## src/rtl/trng_pkg.sv

```systemverilog
package trng_pkg;
    localparam int WORD_W = 32;
    localparam logic [WORD_W-1:0] LFSR_SEED = 32'h0000_0001;

    // Taps 32,22,2,1
    function automatic logic [WORD_W-1:0] lfsr_step(input logic [WORD_W-1:0] s);
        return {s[WORD_W-2:0], s[31] ^ s[21] ^ s[1] ^ s[0]};
    endfunction
endpackage

```

## src/rtl/trng_sampler.sv

```systemverilog
module trng_sampler #(
    parameter int DIV_W = 8
) (
    input  logic             clk,
    input  logic             rst_n,
    input  logic             ring_bit,
    input  logic             ext_bit,
    input  logic             src_ext,
    input  logic [DIV_W-1:0] div,
    input  logic             restart,
    output logic             smp_valid,
    output logic             smp_bit
);
    typedef struct packed {
        logic             sync1;
        logic             sync2;
        logic [DIV_W-1:0] cnt;
        logic             smp_v;
        logic             smp_b;
    } smp_state_t;

    smp_state_t q, d;

    always_comb begin
        d       = q;
        d.sync1 = src_ext ? ext_bit : ring_bit;
        d.sync2 = q.sync1;
        d.smp_v = 1'b0;
        if (restart) begin
            d.cnt = '0;
        end else if (q.cnt == div) begin
            d.cnt   = '0;
            d.smp_v = 1'b1;
            d.smp_b = q.sync2;
        end else begin
            d.cnt = q.cnt + 1'b1;
        end
    end

    always_ff @(posedge clk or negedge rst_n) begin
        if (!rst_n) q <= '0;
        else        q <= d;
    end

    assign smp_valid = q.smp_v;
    assign smp_bit   = q.smp_b;


    rate_gap_chk: assert property (@(posedge clk) disable iff (!rst_n)
        (smp_valid && div != '0) |=> !smp_valid);
endmodule

```

## src/rtl/trng_debias_mix.sv

```systemverilog
module trng_debias_mix
    import trng_pkg::*;
(
    input  logic              clk,
    input  logic              rst_n,
    input  logic              smp_valid,
    input  logic              smp_bit,
    input  logic              restart,
    output logic              word_valid,
    output logic [WORD_W-1:0] word
);
    localparam int CNT_W = $clog2(WORD_W);

    typedef struct packed {
        logic              phase;
        logic              first;
        logic [WORD_W-1:0] lfsr;
        logic [WORD_W-1:0] shreg;
        logic [CNT_W-1:0]  cnt;
        logic              wv;
    } dm_state_t;

    dm_state_t q, d;

    always_comb begin
        d    = q;
        d.wv = 1'b0;
        if (restart) begin
            d.phase = 1'b0;
            d.cnt   = '0;
        end else if (smp_valid) begin
            if (!q.phase) begin
                d.first = smp_bit;
                d.phase = 1'b1;
            end else begin
                d.phase = 1'b0;
                if (q.first != smp_bit) begin
                    d.shreg = {q.shreg[WORD_W-2:0], q.first ^ q.lfsr[WORD_W-1]};
                    d.lfsr  = lfsr_step(q.lfsr);
                    if (q.cnt == CNT_W'(WORD_W - 1)) begin
                        d.cnt = '0;
                        d.wv  = 1'b1;
                    end else begin
                        d.cnt = q.cnt + 1'b1;
                    end
                end
            end
        end
    end

    always_ff @(posedge clk or negedge rst_n) begin
        if (!rst_n) begin
            q      <= '0;
            q.lfsr <= LFSR_SEED;
        end else begin
            q <= d;
        end
    end

    assign word_valid = q.wv;
    assign word       = q.shreg;


    word_gap_chk: assert property (@(posedge clk) disable iff (!rst_n)
        word_valid |=> !word_valid);
endmodule

```

## src/rtl/trng_crt.sv

```systemverilog
module trng_crt
    import trng_pkg::*;
(
    input  logic              clk,
    input  logic              rst_n,
    input  logic              word_valid,
    input  logic [WORD_W-1:0] word,
    input  logic              clr,
    output logic              acc_valid,
    output logic [WORD_W-1:0] acc_word,
    output logic              fail
);
    typedef struct packed {
        logic [WORD_W-1:0] prev_w;
        logic              have_prev;
        logic              fail;
        logic              av;
        logic [WORD_W-1:0] aw;
    } crt_state_t;

    crt_state_t q, d;

    always_comb begin
        d    = q;
        d.av = 1'b0;
        if (clr) d.fail = 1'b0;
        if (word_valid) begin
            if (q.have_prev && word == q.prev_w) begin
                d.fail = 1'b1;
            end else if (!d.fail) begin
                d.av = 1'b1;
                d.aw = word;
            end
            d.prev_w    = word;
            d.have_prev = 1'b1;
        end
    end

    always_ff @(posedge clk or negedge rst_n) begin
        if (!rst_n) q <= '0;
        else        q <= d;
    end

    assign acc_valid = q.av;
    assign acc_word  = q.aw;
    assign fail      = q.fail;


    repeat_reject_chk: assert property (@(posedge clk) disable iff (!rst_n)
        (word_valid && q.have_prev && word == q.prev_w) |=> (fail && !acc_valid));

    fail_sticky_chk: assert property (@(posedge clk) disable iff (!rst_n)
        (fail && !clr) |=> (fail && !acc_valid));
endmodule

```

## src/rtl/trng_pool.sv

```systemverilog
module trng_pool
    import trng_pkg::*;
#(
    parameter int DEPTH = 4
) (
    input  logic              clk,
    input  logic              rst_n,
    input  logic              push,
    input  logic [WORD_W-1:0] push_data,
    input  logic              rd_req,
    output logic              rd_valid,
    output logic [WORD_W-1:0] rd_data
);
    localparam int AW = $clog2(DEPTH);

    typedef struct packed {
        logic [DEPTH-1:0][WORD_W-1:0] mem;
        logic [AW:0]                  wp;
        logic [AW:0]                  rp;
        logic                         rv;
        logic [WORD_W-1:0]            rd;
    } pool_state_t;

    pool_state_t q, d;
    logic        empty, full;

    always_comb begin
        empty = (q.wp == q.rp);
        full  = (q.wp[AW] != q.rp[AW]) && (q.wp[AW-1:0] == q.rp[AW-1:0]);
        d     = q;
        d.rv  = 1'b0;
        d.rd  = '0;
        if (rd_req && !empty) begin
            d.rv = 1'b1;
            d.rd = q.mem[q.rp[AW-1:0]];
            d.rp = q.rp + 1'b1;
        end
        if (push && !full) begin
            d.mem[q.wp[AW-1:0]] = push_data;
            d.wp                = q.wp + 1'b1;
        end
    end

    always_ff @(posedge clk or negedge rst_n) begin
        if (!rst_n) q <= '0;
        else        q <= d;
    end

    assign rd_valid = q.rv;
    assign rd_data  = q.rd;


    rd_answer_chk: assert property (@(posedge clk) disable iff (!rst_n)
        rd_valid |-> $past(rd_req));

    no_overflow_chk: assert property (@(posedge clk) disable iff (!rst_n)
        (full && !rd_req) |=> $stable(q.wp));
endmodule

```

## src/rtl/trng_conditioner.sv

```systemverilog
module trng_conditioner
    import trng_pkg::*;
#(
    parameter int N_HOST = 2,
    parameter int DEPTH  = 4,
    parameter int DIV_W  = 8
) (
    input  logic                     clk,
    input  logic                     rst_n,
    input  logic                     ring_bit,
    input  logic                     ext_bit,
    input  logic                     cfg_we,
    input  logic                     cfg_priv,
    input  logic                     cfg_src_ext,
    input  logic [DIV_W-1:0]         cfg_div,
    input  logic                     cfg_clr,
    input  logic [N_HOST-1:0]        rd_req,
    output logic [N_HOST-1:0]        rd_valid,
    output logic [N_HOST*WORD_W-1:0] rd_data,
    output logic                     fail
);
    localparam int HOST_W = (N_HOST > 1) ? $clog2(N_HOST) : 1;

    typedef struct packed {
        logic              src_ext;
        logic [DIV_W-1:0]  div;
        logic [HOST_W-1:0] rr;
    } top_state_t;

    top_state_t q, d;

    logic              accept, clr;
    logic              smp_valid, smp_bit;
    logic              word_valid;
    logic [WORD_W-1:0] word;
    logic              acc_valid;
    logic [WORD_W-1:0] acc_word;
    logic [N_HOST-1:0] push;

    assign accept = cfg_we && cfg_priv;
    assign clr    = accept && cfg_clr;

    always_comb begin
        d = q;
        if (accept) begin
            d.src_ext = cfg_src_ext;
            d.div     = cfg_div;
        end
        if (acc_valid) begin
            if (q.rr == HOST_W'(N_HOST - 1)) d.rr = '0;
            else                             d.rr = q.rr + 1'b1;
        end
    end

    always_ff @(posedge clk or negedge rst_n) begin
        if (!rst_n) q <= '0;
        else        q <= d;
    end

    trng_sampler #(.DIV_W(DIV_W)) u_sampler (
        .clk(clk), .rst_n(rst_n), .ring_bit(ring_bit), .ext_bit(ext_bit),
        .src_ext(q.src_ext), .div(q.div), .restart(accept),
        .smp_valid(smp_valid), .smp_bit(smp_bit)
    );

    trng_debias_mix u_mix (
        .clk(clk), .rst_n(rst_n), .smp_valid(smp_valid), .smp_bit(smp_bit),
        .restart(accept), .word_valid(word_valid), .word(word)
    );

    trng_crt u_crt (
        .clk(clk), .rst_n(rst_n), .word_valid(word_valid), .word(word),
        .clr(clr), .acc_valid(acc_valid), .acc_word(acc_word), .fail(fail)
    );

    for (genvar h = 0; h < N_HOST; h++) begin : g_pool
        assign push[h] = acc_valid && (q.rr == HOST_W'(h));
        trng_pool #(.DEPTH(DEPTH)) u_pool (
            .clk(clk), .rst_n(rst_n), .push(push[h]), .push_data(acc_word),
            .rd_req(rd_req[h]), .rd_valid(rd_valid[h]),
            .rd_data(rd_data[h*WORD_W +: WORD_W])
        );
    end


    priv_only_chk: assert property (@(posedge clk) disable iff (!rst_n)
        (cfg_we && !cfg_priv) |=> ($stable(q.src_ext) && $stable(q.div)));

    one_target_chk: assert property (@(posedge clk) disable iff (!rst_n)
        $onehot0(push));
endmodule

```

## config.mk

```make
export PLATFORM = sky130hd
export DESIGN_NAME = trng_conditioner
export DESIGN_NICKNAME = d
export VERILOG_FILES = /design/src/rtl/trng_pkg.sv /design/src/rtl/trng_sampler.sv /design/src/rtl/trng_debias_mix.sv /design/src/rtl/trng_crt.sv /design/src/rtl/trng_pool.sv /design/src/rtl/trng_conditioner.sv
export SDC_FILE = /design/constraint.sdc
export NUM_CORES = 1
export LEC_CHECK = 0
export ABC_AREA = 1
export BUFFER_PORTS_ARGS = -buffer_cell sky130_fd_sc_hd__buf_2
export CORE_MARGIN = 4
export CORE_UTILIZATION = 50
export DETAILED_ROUTE_END_ITERATION = 8
export HOLD_SLACK_MARGIN = 0.08
export PLACE_DENSITY = 0.69
export SLEW_MARGIN = 10
export SYNTH_ARGS = -nofsm -noshare
export SYNTH_HDL_FRONTEND = slang
export SYNTH_HIERARCHICAL = 1
export SYNTH_SLANG_ARGS = --single-unit
```

## constraint.sdc

```tcl
create_clock -name clk -period 2.11 [get_ports clk]
set_clock_uncertainty 0.15 [all_clocks]
set_input_delay 0.1055 -clock clk [delete_from_list [all_inputs] [get_ports clk]]
set_output_delay 0.1055 -clock clk [all_outputs]
set_load 0.03 [all_outputs]
```

==> flow_summary_export.csv <==
group,metric,value,unit
flow_run,max-cap-violations,0,
min_path,min_from,"ext_bit",
status,status,"finished clean",
logic_synthesis,synthFlopType,"dfrtp_1",
global_routing,track_usage,0.232,
routing,first_iter_violations,1950,
placement,place_area,0.0233,sq mm
placement,place_congestion,0.833,
clock_tree,cts.clk_slew.worst_paths,60,ps
clock_tree,post_cts_buffers,0,
final_layout,utilization,0.557,
worst_setup_path,crit_type,"reg -> reg",
min_path,min_path_type,"in -> reg",
power_and_ir_drop,swShare,0.221,
placement,dp_hpwl,34300,microns
die,core,0.0455,sq mm
sta,relSlewSlack,0.644,
die,rows,78,
power_and_ir_drop,peakVddDrop,0.608,mV
logic_synthesis,avgSynthCellArea,8.29,sq um
clock_tree,htreeDepth,2,
routing,vias,18583,
routing,via_per_inst,5.53,
final_layout,layout.cells.most_common,"nand2_1",
worst_setup_path,r2r_slack,200,ps
sta,period_minus_slack,1910,ps
placement,io_buffers,84,
worst_setup_path,crit_path_frequent_cell,"nand2_1",
worst_setup_path,cp-start-kind,"flop",
logic_synthesis,yosysWarnings,6,
power_and_ir_drop,power_density,756,mW/mm^2
global_routing,grt_overflow,0,
worst_setup_path,critPathTopFamily,"simple AND/OR/NAND/NOR gates",
clock_tree,ctsLongestPathBuffers,3,
worst_setup_path,cp_slowest_cell,"dfrtp_1",
sta,hold_viol,0,
routing,ant_nets,0,
clock_tree,cts_sinks,495,
worst_setup_path,r2r_end,"u_crt/acc_word[20]",
global_routing,antenna_found_initial,0,
worst_setup_path,reg2regPathDepth,12,
clock_tree,cts_tree,"yes",
logic_synthesis,synth_area,0.0230,sq mm
logic_synthesis,ys_seq_elements,495,
power_and_ir_drop,p_clk_frac,0.462,
final_layout,n_antenna_cell,0,
die,initial_core_util,0.506,
power_and_ir_drop,p_leak,13.2,nW
clock_tree,clkLatencyLatePin,610,ps
sta,whs,150,ps
routing,route.detailed.drc,0,
final_layout,drive_above_1_share,0.105,
die,die_y,223,microns
sta,finalSetupViolations,0,
min_path,hold_depth,3,
global_routing,grt_start_max_net_pins,88,
worst_setup_path,crit_required,2430,ps
die,die_w,223,microns
power_and_ir_drop,net-switching-power,4.23,mW
final_layout,syn2layout_area_growth,10.1,%
global_routing,grt_pass1_wl,95400,microns
power_and_ir_drop,p_int,14.9,mW
min_path,min_to,"u_sampler/d[10]",
power_and_ir_drop,p_seq_frac,0.504,
power_and_ir_drop,comb_power_share,0.033,
worst_setup_path,critPathMaxStageDelay,450,ps
global_routing,grt_pass1_vias,18274,
clock_tree,cts_inserted_buffers,52,
power_and_ir_drop,total_power,19.2,mW
routing,firstDrtPassIters,5,
routing,routed_wl,58200,microns
worst_setup_path,crit_chain,"inv_1, nand2_1, nand2_1, inv_1, nand2_1, nor2_1, nand2_1, nor2_1, nand3_2, buf_4, nand3_1, nand2_1",
logic_synthesis,synth_cell_types,28,
final_layout,layout.nets,2753,
final_layout,final_cell_mix,"960 x nand2_1, 492 x dfrtp_1, 279 x nor2_1, 259 x nand4_1, 169 x o21ai_0",
sta,rsz0062_at_grt,"no",
logic_synthesis,syn_inst,2779,
die,dieArea,0.0495,sq mm
clock_tree,clockRootBuffer,"clkbuf_16",
sta,setup_tns,0,ps
routing,wire_per_inst,17.3,microns
worst_setup_path,setup.worst_path.end_class,"flop",
logic_synthesis,synth-edff-count,0,
worst_setup_path,cp_max_fo,18,
worst_setup_path,path_buf_inv,3,
die,ios,85,
logic_synthesis,ys_seq_area_frac,0.538,
logic_synthesis,syn-num-nets,2810,
sta,period_share,0.903,
sta,slew_violations,0,
worst_setup_path,worstPathArrival,2220,ps
sta,fmax,0.525,GHz
sta,tightest_slew,534,ps
final_layout,fin_area,0.0253,sq mm
logic_synthesis,async_flop_share,1.00,
worst_setup_path,reg2reg_from,"u_mix/word[17]",
-- worst min-delay path, delay by kind of cell --
kind	cells	cell delay, ps
muxes	1	140
buffers and inverters	2	620
-- sequential cells by signal, indices dropped and copies added (netlist names), 2 cells and up --
name,flops
g_pool.u_pool/q,268
g_pool.u_pool/rd_data,64
g_pool.u_pool/rd_valid,2
q,10
u_crt/acc_word,32
u_crt/q,33
u_mix/q,39
u_mix/word,32
u_sampler/q,9
-- cell type report --
cell class,instances,area [sq um]
clock buffer,79,1530
clock inverter,11,121
fill,4081,20100
inverter,84,318
multi-input combinational,1878,8500
sequential,495,12400
tap,600,751
timing repair buffer,211,1730
-- worst max-delay path by stage --
stage | end | slack (ps) | cells after the start | start
2_1_floorplan | g_pool[0].u_pool/q[61] | 480 | 8 | q[0]
3_3_place_gp | g_pool[0].u_pool/q[100] | 250 | 7 | g_pool[0].u_pool/q[37]
3_5_place_dp | g_pool[0].u_pool/q[130] | 180 | 7 | g_pool[0].u_pool/q[37]
4_1_cts | g_pool[0].u_pool/q[91] | 150 | 7 | g_pool[0].u_pool/q[37]
5_1_grt | u_crt/acc_word[23] | 20 | 12 | u_mix/word[17]
6_report | u_crt/acc_word[20] | 200 | 12 | u_mix/word[17]
-- kinds of logic (layout without fill, tap and decap cells) --
| logic type | after synthesis | count (layout) | synth area share |
|---|---|---|---|
| AO/OA/AOI/OAI | 236 | 236 | 0.0515 |
| AND/OR/NAND/NOR | 1602 | 1602 | 0.299 |
| adder cells (fa/ha/maj) | 13 | 13 | 0.00706 |
| buffers and inverters | 406 | 385 | 0.0942 |
| flip-flops | 495 | 495 | 0.538 |
| XOR/XNOR | 26 | 26 | 0.00989 |
| multiplexers | 1 | 1 | 0.000489 |
-- per-layer routing --
layer  vias to the layer above  share of wire  track usage
met5                         -              0            0
met4                         0          0.028       0.0875
li1                       8761              -            -
met3                       127          0.069       0.0384
met1                      9032           0.42        0.313
met2                       663           0.48        0.380
-- Yosys cell counts (all sizes together) (3+ instances only) --
cell      n  area [sq um]
nor2    292          1130
a21oi    65           325
buf     252          1590
o21ai   170           855
nand3b    3          22.5
xor2     13           114
dfrtp   494         12400
nand4   259          1620
xnor2    13           114
ha       13           163
clkbuf   70           268
nand2   967          3660
inv      84           315
nand3    80           435
-- power groups by stage --
stage                     Clock [mW]  Sequential [mW]  Combinational (mW)
after floorplan                    0             9.81               0.227
after global placement             0             9.82               0.524
after detailed placement           0             9.82               0.543
after CTS                       9.01             9.65               0.624
after global routing            9.42             9.67               0.723
final                           8.86             9.66               0.640
-- metrics by stage --
stage	instances	worst slack [ps]
after floorplan	2779	477
after global routing	3358	23.6
after detailed placement	3229	181
final	3358	204
after global placement	3229	248
after CTS	3358	152
-- repair_timing --
action	4_1_cts	5_1_grt
endpoints found under the setup margin	0	4
hold buffers	39	0
hold endpoints to repair	585	0
gates resized for setup	0	2
Power figures use the tool's default switching activity.
